==> config.mk <==
export PLATFORM = sky130hd
export DESIGN_NAME = tlbt_top
export DESIGN_NICKNAME = d
export VERILOG_FILES = /design/src/rtl/tlbt_pkg.sv /design/src/rtl/tlbt_repl.sv /design/src/rtl/tlbt_hitenc.sv /design/src/rtl/tlbt_array.sv /design/src/rtl/tlbt_top.sv
export SDC_FILE = /design/constraint.sdc
export NUM_CORES = 2
export LEC_CHECK = 0
export BUFFER_PORTS_ARGS = -buffer_cell sky130_fd_sc_hd__buf_2
export CAP_MARGIN = 0
export CORE_ASPECT_RATIO = 0.9
export CORE_MARGIN = 5
export CORE_UTILIZATION = 55
export CTS_BUF_LIST = sky130_fd_sc_hd__clkbuf_16
export CTS_CLUSTER_DIAMETER = 80
export DETAILED_ROUTE_END_ITERATION = 7
export PLACE_DENSITY = 0.82
export SLEW_MARGIN = 15
export SYNTH_ARGS = -nofsm -noshare
export SYNTH_HDL_FRONTEND = slang
export SYNTH_SLANG_ARGS = --single-unit
==> constraint.sdc <==
create_clock -name clk -period 7 [get_ports clk]
set_input_delay 0.7 -clock clk [delete_from_list [all_inputs] [get_ports clk]]
set_output_delay 0.7 -clock clk [all_outputs]
set_load 0.005 [all_outputs]
==> src/rtl/tlbt_pkg.sv <==
package tlbt_pkg;
    localparam int VA_W   = 32;
    localparam int PG_LSB = 12;
    localparam int SET_W  = 3;
    localparam int WAY_W  = 2;
    localparam int PN_W   = VA_W - PG_LSB;
    localparam int TAG_W  = PN_W - SET_W;
    localparam int NSETS  = 1 << SET_W;
    localparam int NWAYS  = 1 << WAY_W;

    typedef struct packed {
        logic d;
        logic u;
        logic w;
    } attr_t;

    typedef struct packed {
        logic [PN_W-1:0] lpage;
        logic            vld;
        attr_t           a_t;
        attr_t           a_c;
        logic            lookup;
    } cmd_t;

    typedef struct packed {
        logic [PN_W-1:0]  ppn;
        logic             flag;
        logic [WAY_W-1:0] way;
    } dat_t;

    typedef struct packed {
        logic             vld;
        logic [TAG_W-1:0] tag;
        logic [PN_W-1:0]  ppn;
        attr_t            attr;
    } entry_t;

    function automatic cmd_t cmd_unpack(input logic [VA_W-1:0] v);
        cmd_t c;
        c.lpage  = v[VA_W-1:PG_LSB];
        c.vld    = v[PG_LSB-1];
        c.a_t    = '{d: v[PG_LSB-2], u: v[PG_LSB-4], w: v[PG_LSB-6]};
        c.a_c    = '{d: v[PG_LSB-3], u: v[PG_LSB-5], w: v[PG_LSB-7]};
        c.lookup = v[0];
        return c;
    endfunction

    function automatic logic [VA_W-1:0] cmd_pack(input cmd_t c);
        return {c.lpage, c.vld, c.a_t.d, c.a_c.d, c.a_t.u, c.a_c.u,
                c.a_t.w, c.a_c.w, {(PG_LSB-8){1'b0}}, c.lookup};
    endfunction

    function automatic dat_t dat_unpack(input logic [VA_W-1:0] v);
        dat_t d;
        d.ppn  = v[VA_W-1:PG_LSB];
        d.flag = v[WAY_W+2];
        d.way  = v[WAY_W+1:2];
        return d;
    endfunction

    function automatic logic [VA_W-1:0] dat_pack(input dat_t d);
        return {d.ppn, {(PG_LSB-3-WAY_W){1'b0}}, d.flag, d.way, 2'b00};
    endfunction

    // true/complement request test against one stored attribute set
    function automatic logic attr_ok(input attr_t st, input attr_t rt, input attr_t rc);
        return ((rt & ~st) == '0) && ((rc & st) == '0);
    endfunction
endpackage

==> src/rtl/tlbt_repl.sv <==
module tlbt_repl #(
    parameter int PTR_W = tlbt_pkg::WAY_W
) (
    input  logic             clk,
    input  logic             rst,
    input  logic             adv,
    output logic [PTR_W-1:0] ptr
);
    always_ff @(posedge clk) begin
        if (rst)
            ptr <= '0;
        else if (adv)
            ptr <= ptr + 1'b1;
    end
endmodule

==> src/rtl/tlbt_hitenc.sv <==
module tlbt_hitenc #(
    parameter int WAYS_W = tlbt_pkg::WAY_W,
    localparam int NW    = 1 << WAYS_W
) (
    input  logic [NW-1:0]     match,
    output logic              hit,
    output logic [WAYS_W-1:0] hway
);
    always_comb begin
        hway = '0;
        for (int i = 0; i < NW; i++)
            if (match[i]) hway = WAYS_W'(i);
        hit = ($countones(match) == 1);
    end
endmodule

==> src/rtl/tlbt_array.sv <==
module tlbt_array
    import tlbt_pkg::*;
#(
    parameter int SETS_W = tlbt_pkg::SET_W,
    parameter int WAYS_W = tlbt_pkg::WAY_W,
    localparam int NS    = 1 << SETS_W,
    localparam int NW    = 1 << WAYS_W
) (
    input  logic              clk,
    input  logic              rst,
    input  logic              flush,
    input  logic              we,
    input  logic [SETS_W-1:0] wset,
    input  logic [WAYS_W-1:0] wway,
    input  entry_t            wentry,
    input  logic [SETS_W-1:0] rset,
    input  logic [TAG_W-1:0]  req_tag,
    input  attr_t             req_at,
    input  attr_t             req_ac,
    input  logic [WAYS_W-1:0] sel_way,
    output logic [NW-1:0]     match,
    output logic [PN_W-1:0]   sel_ppn,
    output attr_t             sel_attr
);
    entry_t mem [NS][NW];

    always_ff @(posedge clk) begin
        if (rst) begin
            for (int s = 0; s < NS; s++)
                for (int w = 0; w < NW; w++)
                    mem[s][w] <= '0;
        end else begin
            if (we)
                mem[wset][wway] <= wentry;
            if (flush)
                for (int s = 0; s < NS; s++)
                    for (int w = 0; w < NW; w++)
                        mem[s][w].vld <= 1'b0;
        end
    end

    for (genvar w = 0; w < NW; w++) begin : g_way
        entry_t e;
        assign e        = mem[rset][w];
        assign match[w] = e.vld && (e.tag == req_tag) && attr_ok(e.attr, req_at, req_ac);
    end

    assign sel_ppn  = mem[rset][sel_way].ppn;
    assign sel_attr = mem[rset][sel_way].attr;
endmodule

==> src/rtl/tlbt_top.sv <==
module tlbt_top
    import tlbt_pkg::*;
(
    input  logic            clk,
    input  logic            rst,
    input  logic            paging_on,
    input  logic            cmd_wr,
    input  logic [VA_W-1:0] cmd_wdata,
    input  logic            dat_wr,
    input  logic [VA_W-1:0] dat_wdata,
    input  logic            flush,
    output logic [VA_W-1:0] cmd_rdata,
    output logic [VA_W-1:0] dat_rdata
);
    cmd_t             cmd_q, cmd_in;
    dat_t             dat_q;
    logic             lk_pend;
    logic             cmd_we, dat_we, ent_we;
    logic [WAY_W-1:0] ptr, wway, hway;
    logic [NWAYS-1:0] match;
    logic             hit;
    logic [PN_W-1:0]  sel_ppn;
    attr_t            sel_attr;
    entry_t           wentry;

    assign cmd_in = cmd_unpack(cmd_wdata);
    assign cmd_we = cmd_wr && !paging_on && !lk_pend;
    assign dat_we = dat_wr && !paging_on && !lk_pend;
    assign ent_we = cmd_we && !cmd_in.lookup;
    assign wway   = dat_q.flag ? dat_q.way : ptr;

    always_comb begin
        wentry.vld  = cmd_in.vld;
        wentry.tag  = cmd_in.lpage[PN_W-1:SET_W];
        wentry.ppn  = dat_q.ppn;
        wentry.attr = cmd_in.a_t;
    end

    tlbt_repl #(.PTR_W(WAY_W)) u_repl (
        .clk (clk),
        .rst (rst),
        .adv (ent_we && !dat_q.flag),
        .ptr (ptr)
    );

    tlbt_array #(.SETS_W(SET_W), .WAYS_W(WAY_W)) u_array (
        .clk      (clk),
        .rst      (rst),
        .flush    (flush),
        .we       (ent_we),
        .wset     (cmd_in.lpage[SET_W-1:0]),
        .wway     (wway),
        .wentry   (wentry),
        .rset     (cmd_q.lpage[SET_W-1:0]),
        .req_tag  (cmd_q.lpage[PN_W-1:SET_W]),
        .req_at   (cmd_q.a_t),
        .req_ac   (cmd_q.a_c),
        .sel_way  (hway),
        .match    (match),
        .sel_ppn  (sel_ppn),
        .sel_attr (sel_attr)
    );

    tlbt_hitenc #(.WAYS_W(WAY_W)) u_hit (
        .match (match),
        .hit   (hit),
        .hway  (hway)
    );

    always_ff @(posedge clk) begin
        if (rst) begin
            cmd_q   <= '0;
            dat_q   <= '0;
            lk_pend <= 1'b0;
        end else begin
            lk_pend <= cmd_we && cmd_in.lookup;
            if (lk_pend) begin
                dat_q.flag <= hit;
                if (hit) begin
                    dat_q.ppn <= sel_ppn;
                    dat_q.way <= hway;
                    cmd_q.vld <= 1'b1;
                    cmd_q.a_t <= sel_attr;
                    cmd_q.a_c <= ~sel_attr;
                end
            end else begin
                if (cmd_we) cmd_q <= cmd_in;
                if (dat_we) dat_q <= dat_unpack(dat_wdata);
            end
        end
    end

    assign cmd_rdata = cmd_pack(cmd_q);
    assign dat_rdata = dat_pack(dat_q);
endmodule

# Yosys cells after proc, flatten, opt, wreduce, memory -nomap -nowiden
# Memories as Yosys holds them, arrays and structs flattened. A register that Yosys moved wholly into a read port is not among the register bits.
# Cells that the tools add are included.
# totals
ff_bits,54
ramBits,1312
in_bits,70
out_inout_bits,64
word_cells,15947
n_memories,1
# op_classes
n_addsub,4
order_cmp,3
n_eq_ne,38
n_mux,58
bitwise,15792
reduce_logical,37
# memory_table
name,depth,width,read_ports,rd_ports_with_merged_regs,write_ports,line,rtl
u_array.mem,8,164,1,1,9,tlbt_array.sv:25,entry_t mem [NS][NW];
# ops
operator,n
AND 1 bit,5280
inverter 1 bit,5249
AND 1 bit (second input constant),5216
2-to-1 mux 164 bit,1
equality test 3 bit (second input constant),32
2-to-1 mux 23 bit,4
binary-select mux 41 bit (select 2 bit),1
demux 41 bit (select 2 bit),1
equality test 17 bit,4
2-to-1 mux 41 bit,1
2-to-1 mux 1 bit,40
adder 32 bit,1
equality test 32 x 2 -> 1 bit (second input constant),1
OR 1 bit,32
AND 3 bit,8
zero test 3 bit,8
logical AND 1 bit,20
2-to-1 mux 20 bit,1
inverter 3 bit,5
2-to-1 mux 7 bit,2
2-to-1 mux 2 bit,4
2-to-1 mux 8 bit,1
greater-or-equal comparator 3 bit (second input constant),2
2-to-1 mux 3 bit,2
other kinds (8),16

# Logic depth before layout (Yosys ltp)
# logic_depth
ltp_word,39
depth_mapped,27
depth_no_buf,18

# Hierarchy
# From an unflattened synthesis, not the netlist that was laid out.
# hier_totals
hier_cells,4270
hier_area_um2,63068.0
# by_module_without_submodules
mod,n_inst,cells_per_inst,area_per_inst_um2,seq_area_each_um2
tlbt_array,1,3998,60534.3,39247.6
tlbt_top,1,254,2372.3,1041.0
tlbt_hitenc,1,11,82.6,0.0
tlbt_repl,1,7,78.8,40.0

# Worst setup path after synthesis
# No wires, ideal clock.
# synth_path
kind,reg2reg
from,register with a tool-made name
to,"register dat_q, in the netlist dat_rdata[20]"
setup_time_ns,0.069
arrival_ns,5.542
required_ns,6.931
slack_ns,1.389
stages_incl_launch_ff,28
n_path_buf,11
synth_period_minus_slack_ns,5.611
path_cell_list,dfxtp_1 -> buf_6 -> buf_12 -> buf_12 -> buf_8 -> buf_6 -> buf_6 -> buf_2 -> buf_4 -> buf_2 -> buf_2 -> mux4_2 -> mux2i_1 -> xor2_1 -> nand4_1 -> nor4_1 -> ha_1 -> ha_1 -> fa_1 -> nor2_1 -> nand3_1 -> o21ai_0 -> nor2b_1 -> clkbuf_1 -> o21ai_0 -> a21oi_1 -> nand3_1 -> o21ai_1
# synth_lines
element,line,rtl
"end signal, assigned",tlbt_top.sv:88,if (dat_we) dat_q <= dat_unpack(dat_wdata);
"end, declared",tlbt_top.sv:16,dat_t dat_q;

==> results.json <==
{
  "synth_top_area_cell": "edfxtp_1",
  "pin_count": 134,
  "grt_max_degree": 97,
  "grt-ovfl-total": 0,
  "core_mm2": 0.115,
  "reg2reg_to": "dat_rdata[29]",
  "syn_area_per_cell_um2": 14.5,
  "vias": 39100,
  "start_util_pct": 55.4,
  "ant_nets": 0,
  "skew_ns": 0.0268,
  "fin_crit_ns": 6.35,
  "min_path_cells": 2,
  "rsz0062_at_grt": "no",
  "wl_per_cell_um": 31.1,
  "finalNetCount": 4400,
  "multi_input_area_mm2": 0.0216,
  "numCtsBuffers": 137,
  "crit_path_end_kind": "register",
  "p_leak_nw": 25.2,
  "max-cap-violations": 0,
  "powerDensity_mw_per_mm2": 253,
  "gp_congestion": 0.882,
  "drt_iter0_drc": 6304,
  "cts_buffer_depth": 3,
  "grt_pass1_vias": 39100,
  "synthTopCellsByCount": "1,297 x edfxtp_1, 1,203 x and2_1, 360 x clkbuf_1",
  "die_w_um": 369,
  "tritoncts": "built",
  "dp_hpwl_mm": 105,
  "status": "complete, no violations",
  "arrival_ns": 7.00,
  "dieHeight_um": 333,
  "ys_types": 76,
  "postCtsHoldBufs": 0,
  "whs_endpoint": "dat_rdata[15]",
  "root_buffer": "clkbuf_16",
  "ctsResizeCount": 0,
  "hold_violations": 0,
  "vdd_drop_max_uv": 164,
  "antenna_found_initial": 12,
  "async_reset_ff_share_pct": 0,
  "finalMaxSlewViolations": 0,
  "n_fill_cell": 8177,
  "setup_violations": 0,
  "seq_area_mm2": 0.0404,
  "cts.clk_slew.worst_paths_ns": 0.07,
  "drive_gt1_share_pct": 18.1,
  "dr.pass1.iters": 6,
  "grtUsageTotal_pct": 29.8,
  "htreeDepth": 4,
  "min_from": "rst",
  "slew_headroom_pct": 12.8,
  "via_per_inst": 6.58,
  "grt_pass1_wl_mm": 267,
  "min_path_type": "input port to register",
  "port_buffers": 107,
  "worstMarginPinSlew_ns": 1.31,
  "yosys_warnings": 0,
  "reg2reg_depth": 19,
  "die-area_mm2": 0.123,
  "r2r_setup_slack_ns": 0.65,
  "synth_top_cell_area_share_pct": 61.1,
  "areaGrowthSynthToFinish_pct": 9.65,
  "startpoint_type": "register",
  "synth-seq-cells": 1369,
  "postCtsSetupBuffers": 0,
  "synth.area.top_cells": "edfxtp_1 61%, and2_1 12%, mux4_2 9.8%",
  "place_worst_setup_slack_ns": 0.933,
  "max_freq_mhz": 158,
  "finalCritPeriodShare_pct": 90.7,
  "drc_errors": 0,
  "cp.required_ns": 7.65,
  "synth.most_common_cell": "edfxtp_1",
  "insertion_delay_ns": 0.75,
  "syn_inst": 4388,
  "setup_ws_ns": 0.651,
  "cts.sinks": 1369,
  "synth_area_mm2": 0.0637,
  "criticalPathCategory": "register to register",
  "seq_area_frac_synth_pct": 63.4,
  "synthFlopType": "edfxtp_1",
  "synth_edf_count": 1297,
  "routed_wl_mm": 185,
  "rows": 118,
  "crit_fanout": 28,
  "tns_ns": 0
}
[layer usage]
metal,wire length [um],global-route usage (%)
met3,27000,9.57
met5,23,0
met1,64300,39.5
met4,9970,14.0
met2,83600,45.4
[cells in the final DEF, fill, tap and decap left out, types with 7 or more instances in the layout]
cell type,instances
clkbuf_16,142
mux2_2,10
clkinv_1,34
edfxtp_1,1297
nand4_1,13
buf_2,106
or2_2,32
nor2_4,31
clkinv_2,17
and2_1,1202
o21ai_1,18
nor2_1,43
bufinv_16,10
o21ai_0,28
a22oi_1,20
nand2b_1,9
and3_1,85
or3_1,19
a22o_1,19
a21oi_1,58
nand3_1,50
nor3b_1,19
o211ai_1,16
mux2i_1,216
mux2_1,7
nor2b_1,41
a211oi_1,34
nand2_1,120
conb_1,13
mux4_2,278
nor3_1,25
a221oi_1,15
dfxtp_1,68
inv_1,36
nand3b_1,9
xnor2_1,31
buf_4,127
xor2_1,30
[area by class of cell]
class,count,share of cell area (%)
inverter,7,0.0376
tap,1500,2.69
sequential,1369,57.8
multi-input combinational,2571,31.0
clock inverter,104,1.09
clock buffer,142,5.09
timing repair buffer,239,2.30
antenna,6,0.0215
[critical path: stages (launching register included)]
cell and delay, ns:
dfxtp_4 0.84, buf_12 0.30, mux4_2 0.52, mux2i_1 0.24
mux2i_1 0.67, nand4_1 0.15, or4_4 0.58, nor4_4 0.28
ha_1 0.30, ha_1 0.21, fa_1 0.45, nor2_1 0.13
nand3_1 0.16, o21ai_1 0.24, nor2b_1 0.22, buf_4 0.30
o21ai_0 0.15, a21oi_1 0.16, nand3_1 0.09, o21ai_1 0.17
[state kept, by name, summed over array words and instances (netlist names), named ones only]
name / flops
u_array.mem: 1312
cmd_rdata: 28
dat_rdata: 23
u_repl.ptr: 2
lk_pend: 1
[worst max path at each step]
stage / startpoint / to / slack (ns)
after floorplan: register / dat_rdata[20] / 1.39
after global routing: register / dat_rdata[29] / 0.48
final: register / dat_rdata[29] / 0.65
after CTS: register / dat_rdata[29] / 0.86
after global placement: register / dat_rdata[25] / 1.03
after detailed placement: register / dat_rdata[29] / 0.93
[stage by stage]
| stage | power (mW) | instance area [um2] | cells | hold slack (ns) | utilization [%] |
|---|---|---|---|---|---|
| finish | 17.7 | 69900 | 5938 | 0.275 | 60.7 |
| global route | 18.1 | 69900 | 5932 | 0.261 | 60.7 |
| CTS | 17.7 | 69900 | 5932 | 0.226 | 60.7 |
| detailed placement | 10.7 | 65500 | 5686 | 0.462 | 57.0 |
| global placement | 10.6 | 65500 | 5686 | 0.439 | 57.0 |
| floorplan | 10.2 | 63800 | 4400 | 0.453 | - |
[logic make-up (layout without fill, tap and decap cells)]
logic type      count (synthesis)  after routing  synth area share [%]
simple gates                 1730           1730                  16.3
other cells                     1             19               0.00589
compound gates                251            251                  2.68
flops                        1369           1369                  63.4
xor+xnor                       61             61                 0.838
mux                           511            511                  13.5
fa+ha+maj                       5              5                 0.110
buf+inv                       460            492                  3.16
[power by group]
group          leakage [nW]  internal [mW]  total, mW  switching [mW]
Clock                  2.22           4.04       7.15            3.11
Sequential             14.0           9.21       9.36           0.147
Combinational          8.99          0.402       1.18           0.781
No activity file was read; power rests on OpenSTA's default activity.
